--- src/rtl/buck_guard_pkg.sv ---
package buck_guard_pkg;

    typedef enum logic [2:0] {
        ST_OFF       = 3'd0,
        ST_SOFTSTART = 3'd1,
        ST_RUN       = 3'd2,
        ST_OV_HOLD   = 3'd3,
        ST_LATCHED   = 3'd4,
        ST_THERMAL   = 3'd5
    } guard_state_t;

    typedef enum logic [2:0] {
        FC_NONE    = 3'd0,
        FC_OVER    = 3'd1,
        FC_UNDER   = 3'd2,
        FC_CURRENT = 3'd3,
        FC_THERMAL = 3'd4
    } fault_code_t;

    typedef struct packed {
        logic hs_en;
        logic ls_en;
        logic ls_force;
        logic dschg;
        logic ss_rst;
    } drive_cmd_t;

endpackage

--- src/rtl/bg_persist.sv ---
// Counts consecutive qualified samples; trips on the HOLD-th one.
module bg_persist #(
    parameter int HOLD = 300
) (
    input  logic clk,
    input  logic rst_n,
    input  logic qual_i,
    output logic trip_o
);
    localparam int CW = $clog2(HOLD + 1);
    localparam logic [CW-1:0] LAST = CW'(HOLD - 1);

    logic [CW-1:0] cnt_q;
    logic          at_last;

    assign at_last = (cnt_q == LAST);
    assign trip_o  = qual_i && at_last;

    always_ff @(posedge clk or negedge rst_n) begin
        if (!rst_n) begin
            cnt_q <= '0;
        end else if (!qual_i) begin
            cnt_q <= '0;
        end else if (!at_last) begin
            cnt_q <= cnt_q + CW'(1);
        end
    end
endmodule

--- src/rtl/bg_oc_window.sv ---
// Per-switching-cycle overcurrent flag and consecutive bad-cycle counter.
module bg_oc_window #(
    parameter int CYCLES = 8
) (
    input  logic clk,
    input  logic rst_n,
    input  logic armed_i,
    input  logic oc_i,
    input  logic tick_i,
    output logic cut_o,
    output logic trip_o
);
    localparam int CW = $clog2(CYCLES + 1);
    localparam logic [CW-1:0] LAST = CW'(CYCLES - 1);

    logic          seen_q;
    logic [CW-1:0] run_q;
    logic          hit;
    logic          at_last;

    assign hit     = seen_q || oc_i;
    assign at_last = (run_q == LAST);
    assign cut_o   = armed_i && hit;
    assign trip_o  = armed_i && tick_i && hit && at_last;

    always_ff @(posedge clk or negedge rst_n) begin
        if (!rst_n) begin
            seen_q <= 1'b0;
            run_q  <= '0;
        end else if (!armed_i) begin
            seen_q <= 1'b0;
            run_q  <= '0;
        end else if (tick_i) begin
            seen_q <= 1'b0;
            if (!hit) begin
                run_q <= '0;
            end else if (!at_last) begin
                run_q <= run_q + CW'(1);
            end
        end else if (oc_i) begin
            seen_q <= 1'b1;
        end
    end
endmodule

--- src/rtl/bg_drive_decode.sv ---
// Maps the sequencer state to gate and housekeeping commands.
module bg_drive_decode
    import buck_guard_pkg::*;
(
    input  guard_state_t state_i,
    input  logic         oc_cut_i,
    input  logic         released_i,
    output drive_cmd_t   cmd_o
);
    always_comb begin
        cmd_o = '{hs_en: 1'b0, ls_en: 1'b0, ls_force: 1'b0,
                  dschg: 1'b1, ss_rst: 1'b1};
        unique case (state_i)
            ST_SOFTSTART, ST_RUN: begin
                cmd_o.hs_en  = !oc_cut_i;
                cmd_o.ls_en  = 1'b1;
                cmd_o.dschg  = 1'b0;
                cmd_o.ss_rst = 1'b0;
            end
            ST_OV_HOLD: begin
                cmd_o.ls_en    = !released_i;
                cmd_o.ls_force = !released_i;
            end
            ST_OFF, ST_LATCHED, ST_THERMAL: begin
                cmd_o.hs_en = 1'b0;
            end
            default: begin
                cmd_o.hs_en = 1'b0;
            end
        endcase
    end
endmodule

--- src/rtl/buck_guard_seq.sv ---
module buck_guard_seq
    import buck_guard_pkg::*;
#(
    parameter int OV_BLANK  = 300,
    parameter int UV_BLANK  = 660,
    parameter int OC_CYCLES = 8
) (
    input  logic       clk,
    input  logic       rst_n,
    input  logic       en_i,
    input  logic       supply_low_i,
    input  logic       ov_i,
    input  logic       uv_i,
    input  logic       oc_i,
    input  logic       hot_i,
    input  logic       ss_done_i,
    input  logic       ref_move_i,
    input  logic       tick_i,
    output logic       hs_en_o,
    output logic       ls_en_o,
    output logic       ls_force_o,
    output logic       dschg_o,
    output logic       ss_rst_o,
    output logic [2:0] fault_code_o
);
    guard_state_t state_q, state_d;
    fault_code_t  code_q, code_d;
    logic         released_q;
    logic         active;
    logic         ov_qual, uv_qual;
    logic         ov_trip, uv_trip, oc_trip, oc_cut;
    logic         go_off;
    drive_cmd_t   cmd;

    assign active  = (state_q == ST_SOFTSTART) || (state_q == ST_RUN);
    assign go_off  = !en_i || supply_low_i;
    assign ov_qual = active && ov_i && !ref_move_i;
    assign uv_qual = (state_q == ST_RUN) && uv_i && !ref_move_i;

    bg_persist #(.HOLD(OV_BLANK)) u_ov_filt (
        .clk    (clk),
        .rst_n  (rst_n),
        .qual_i (ov_qual),
        .trip_o (ov_trip)
    );

    bg_persist #(.HOLD(UV_BLANK)) u_uv_filt (
        .clk    (clk),
        .rst_n  (rst_n),
        .qual_i (uv_qual),
        .trip_o (uv_trip)
    );

    bg_oc_window #(.CYCLES(OC_CYCLES)) u_oc (
        .clk     (clk),
        .rst_n   (rst_n),
        .armed_i (active),
        .oc_i    (oc_i),
        .tick_i  (tick_i),
        .cut_o   (oc_cut),
        .trip_o  (oc_trip)
    );

    // Next state and fault record
    always_comb begin
        state_d = state_q;
        code_d  = code_q;
        unique case (state_q)
            ST_OFF: begin
                code_d = FC_NONE;
                if (!go_off) state_d = ST_SOFTSTART;
            end
            ST_SOFTSTART, ST_RUN: begin
                if (go_off) begin
                    state_d = ST_OFF;
                    code_d  = FC_NONE;
                end else if (hot_i) begin
                    state_d = ST_THERMAL;
                    code_d  = FC_THERMAL;
                end else if (ov_trip) begin
                    state_d = ST_OV_HOLD;
                    code_d  = FC_OVER;
                end else if (uv_trip) begin
                    state_d = ST_LATCHED;
                    code_d  = FC_UNDER;
                end else if (oc_trip) begin
                    state_d = ST_LATCHED;
                    code_d  = FC_CURRENT;
                end else if (state_q == ST_SOFTSTART && ss_done_i) begin
                    state_d = ST_RUN;
                end
            end
            ST_OV_HOLD, ST_LATCHED: begin
                if (go_off) begin
                    state_d = ST_OFF;
                    code_d  = FC_NONE;
                end
            end
            ST_THERMAL: begin
                if (go_off) begin
                    state_d = ST_OFF;
                    code_d  = FC_NONE;
                end else if (!hot_i) begin
                    state_d = ST_SOFTSTART;
                    code_d  = FC_NONE;
                end
            end
            default: begin
                state_d = ST_OFF;
                code_d  = FC_NONE;
            end
        endcase
    end

    // State register
    always_ff @(posedge clk or negedge rst_n) begin
        if (!rst_n) begin
            state_q    <= ST_OFF;
            code_q     <= FC_NONE;
            released_q <= 1'b0;
        end else begin
            state_q    <= state_d;
            code_q     <= code_d;
            if (state_q != ST_OV_HOLD) begin
                released_q <= 1'b0;
            end else if (uv_i) begin
                released_q <= 1'b1;
            end
        end
    end

    // Outputs
    bg_drive_decode u_dec (
        .state_i    (state_q),
        .oc_cut_i   (oc_cut),
        .released_i (released_q),
        .cmd_o      (cmd)
    );

    always_comb begin
        hs_en_o      = cmd.hs_en;
        ls_en_o      = cmd.ls_en;
        ls_force_o   = cmd.ls_force;
        dschg_o      = cmd.dschg;
        ss_rst_o     = cmd.ss_rst;
        fault_code_o = code_q;
    end
endmodule

--- config.mk ---
export PLATFORM = sky130hd
export DESIGN_NAME = buck_guard_seq
export DESIGN_NICKNAME = d
export VERILOG_FILES = /design/src/rtl/buck_guard_pkg.sv /design/src/rtl/bg_persist.sv /design/src/rtl/bg_oc_window.sv /design/src/rtl/bg_drive_decode.sv /design/src/rtl/buck_guard_seq.sv
export SDC_FILE = /design/constraint.sdc
export NUM_CORES = 1
export LEC_CHECK = 0
export BUFFER_PORTS_ARGS = -buffer_cell sky130_fd_sc_hd__buf_2
export CAP_MARGIN = 20
export CORE_ASPECT_RATIO = 0.75
export CORE_UTILIZATION = 48
export DETAILED_ROUTE_END_ITERATION = 12
export PLACE_DENSITY_LB_ADDON = 0.1
export SLEW_MARGIN = 20
export SYNTH_ARGS = -nofsm -noshare
export SYNTH_HDL_FRONTEND = slang
export SYNTH_SLANG_ARGS = --single-unit
--- constraint.sdc ---
create_clock -name clk -period 3.8 [get_ports clk]
set_clock_uncertainty 0.2 [all_clocks]
set_input_delay 0.76 -clock clk [delete_from_list [all_inputs] [get_ports clk]]
set_output_delay 0.76 -clock clk [all_outputs]
set_load 0.05 [all_outputs]
==> flow_summary_export.csv <==
group,metric,value,unit
synthesis,ys_seq_area_frac,0.437,
clocking,cts_max_level,2,
drt,firstDrtPassIters,4,
critical_path,arrival,1.94,ns
layout,drive_above_1_share,0.176,
synthesis,synth_nets,194,
synthesis,ys_types,47,
placed_design,io_buffers,18,
drt,drc,0,
critical_path,worst_ep_required_time,2.84,ns
floorplanning,rows,18,
clocking,cts.path.max_buffers,2,
drt,antenna_left,0,
critical_path,end_kind,"primary output",
critical_path,worstSetupPathType,"flop to primary output",
pwr,pwr-share-comb,0.361,
placed_design,gp_congestion,0.824,
placed_design,dpl.hpwl,2.67,mm
clocking,numCtsBuffers,5,
layout,n_fill_cell,298,
clocking,cts_hold_buf,0,
layout,stdcell_count,249,
layout,layout_common_cells,"dfrtp_1, nor2_1, buf_2",
timing,slew_violations,0,
global_routing,grt_usage,0.206,
clocking,ctsRootBufferMaster,"clkbuf_8",
drt,via_count,1418,
timing,worstMarginPinSlew,0.685,ns
critical_path,cp_max_fo,10,
outcome,outcome,"finished clean",
layout,final_util,0.578,
critical_path,worstSetupStartpointType,"flop",
worst_hold_path,hold_class,"input port to asynchronous set/reset pin",
synthesis,synth_area_leaders,"dfrtp_1, nor2_1, xor2_1, xnor2_1, a21oi_1",
pwr,power.internal,623,uW
pwr,ir_worst_vdd,0.000247,V
timing,setup_viol,0,
job,max_cap_viol_count,0,
global_routing,grt_overflow,0,
drt,viasPerCell,5.69,
pwr,power,1.05,mW
layout,insertedDiodeCount,0,
drt,routed_wl,3.68,mm
clocking,clk_latency,0.28,ns
floorplanning,io_pins,19,
timing,rsz0062_at_grt,"no",
floorplanning,die-area,3950,um^2
clocking,cts_tree,"built",
timing,tns,0,ns
layout,layout.nets,213,
drt,dr.first_iter.drc_count,112,
floorplanning,core,3400,um^2
timing,fmax,0.345,GHz
synthesis,synth-seq-cells,31,
pwr,clkPwrFrac,0.247,
floorplanning,start_util,0.522,
timing,hold_violations,0,
clocking,post-cts-setup-buffer-count,0,
clocking,clk_pin_slew,0.07,ns
timing,period_share,0.762,
timing,relSlewSlack,0.543,
pwr,p_per_area,532,nW/um^2
floorplanning,die_y,54.7,um
clocking,cts.repair.resized,0,
floorplanning,die_w,72.2,um
global_routing,grt_max_degree,32,
synthesis,netlist_area,1770,um^2
synthesis,synth_largest_area_cell,"dfrtp_1",
layout,area_growth,10.8,%
layout,layout_commonest_cell,"dfrtp_1",
drt,wl_per_cell,14.8,um
pwr,switchingPower,423,uW
global_routing,antenna_found_initial,0,
pwr,swShare,0.404,
clocking,clock_sinks,31,
synthesis,avgSynthCellArea,9.86,um^2
synthesis,yosysWarnings,0,
timing,fin_crit,2.90,ns
pwr,leakage,0.863,nW
placed_design,placed_cells,242,
synthesis,synth_top_area_frac,0.437,
synthesis,syn_inst,180,
global_routing,grt_pass1_vias,1257,
global_routing,grt_pass1_wl,5.91,mm
pwr,seqPwrFrac,0.392,
## power groups by stage
stage	Clock (mW)	Combinational [mW]	Sequential [mW]
2_1_floorplan	0	0.344	0.387
3_3_place_gp	0	0.374	0.410
3_5_place_dp	0	0.378	0.414
4_1_cts	0.265	0.380	0.408
5_1_grt	0.285	0.408	0.414
6_report	0.258	0.378	0.410
## sequential cells by signal (all words and copies together) (netlist names)
register         cells
u_uv_filt.cnt_q     10
u_ov_filt.cnt_q      9
u_oc.run_q           4
fault_code_o         3
state_q              3
released_q           1
u_oc.seen_q          1
## synth_stat cells, drive strengths merged
cell type and count:
dfrtp 31, nor2 29, a21oi 10, nand3 10, o21ai 10, xor2 10, nand2 8, xnor2 7
nand2b 6, buf 5, nand3b 5, nand4 5, and3 3, ha 3, or3 3, a22o 2
a2bb2oi 2, and2 2, and3b 2, and4bb 2, mux2i 2, nor2b 2, nor3 2, nor4 2
o2bb2ai 2, a31oi 1, and4 1, clkbuf 1, inv 1, maj3 1, mux2 1, nor3b 1
o21a 1, o21ba 1, o21bai 1, o22a 1, o31a 1, o31ai 1, o32ai 1, or4b 1
## critical path, cell delays in order, from the launching register on
cell and delay [ns]:
dfrtp_1 0.57, xor2_1 0.32, nand2b_1 0.25, nor3_1 0.21, buf_2 0.30
## final timing paths
| check | from | end | slack, ns | depth (start not counted) |
|---|---|---|---|---|
| worst max-delay path | state_q[1]$_DFFE_PN0P_ | hs_en_o | 0.90 | 4 |
| worst min-delay path | rst_n | fault_code_o[1]$_DFFE_PN0P_ | 0.31 | 1 |
| worst max register to register | state_q[1]$_DFFE_PN0P_ | state_q[2]$_DFFE_PN0P_ | 1.50 | 5 |
| worst min register to register | fault_code_o[2]$_DFFE_PN0P_ | fault_code_o[2]$_DFFE_PN0P_ | 0.31 | 1 |
| max in group asynchronous | rst_n | u_uv_filt.cnt_q[3]$_DFFE_PN0N_ | 2.63 | 1 |
| min in group clk | fault_code_o[2]$_DFFE_PN0P_ | fault_code_o[2]$_DFFE_PN0P_ | 0.31 | 1 |
## layer usage
layer / global-route usage / up-vias / routed length [um]
met4: 0.0752 / 0 / 34
met5: 0 / - / 0
met2: 0.330 / 42 / 1670
li1: - / 678 / -
met1: 0.261 / 694 / 1810
met3: 0.0737 / 4 / 158
## cells by family after synthesis
logic type               share of synthesized area
AND/OR/NAND/NOR                              0.273
adder cells (fa/ha/maj)                     0.0268
XOR/XNOR                                    0.0882
buffers and inverters                       0.0296
AO/OA/AOI/OAI                                0.128
flip-flops                                   0.437
multiplexers                                0.0176
## cell type report
type                       instances  area (um^2)  share of cell area
clock buffer                       6         82.6              0.0420
clock inverter                     1         5.00             0.00255
inverter                           1         3.75             0.00191
multi-input combinational        142          946               0.481
sequential                        31          776               0.395
tap                               50         62.6              0.0318
timing repair buffer              18         90.1              0.0458
## stage by stage
step / cell area, um^2 / setup slack [ns] / hold slack, ns
finish: 1970 / 0.905 / 0.311
global route: 1970 / 0.769 / 0.338
CTS: 1970 / 0.912 / 0.313
detailed placement: 1880 / 1.24 / 0.294
global placement: 1880 / 1.29 / 0.278
floorplan: 1770 / 0.519 / 0.264
Power figures use the tool's default switching activity.
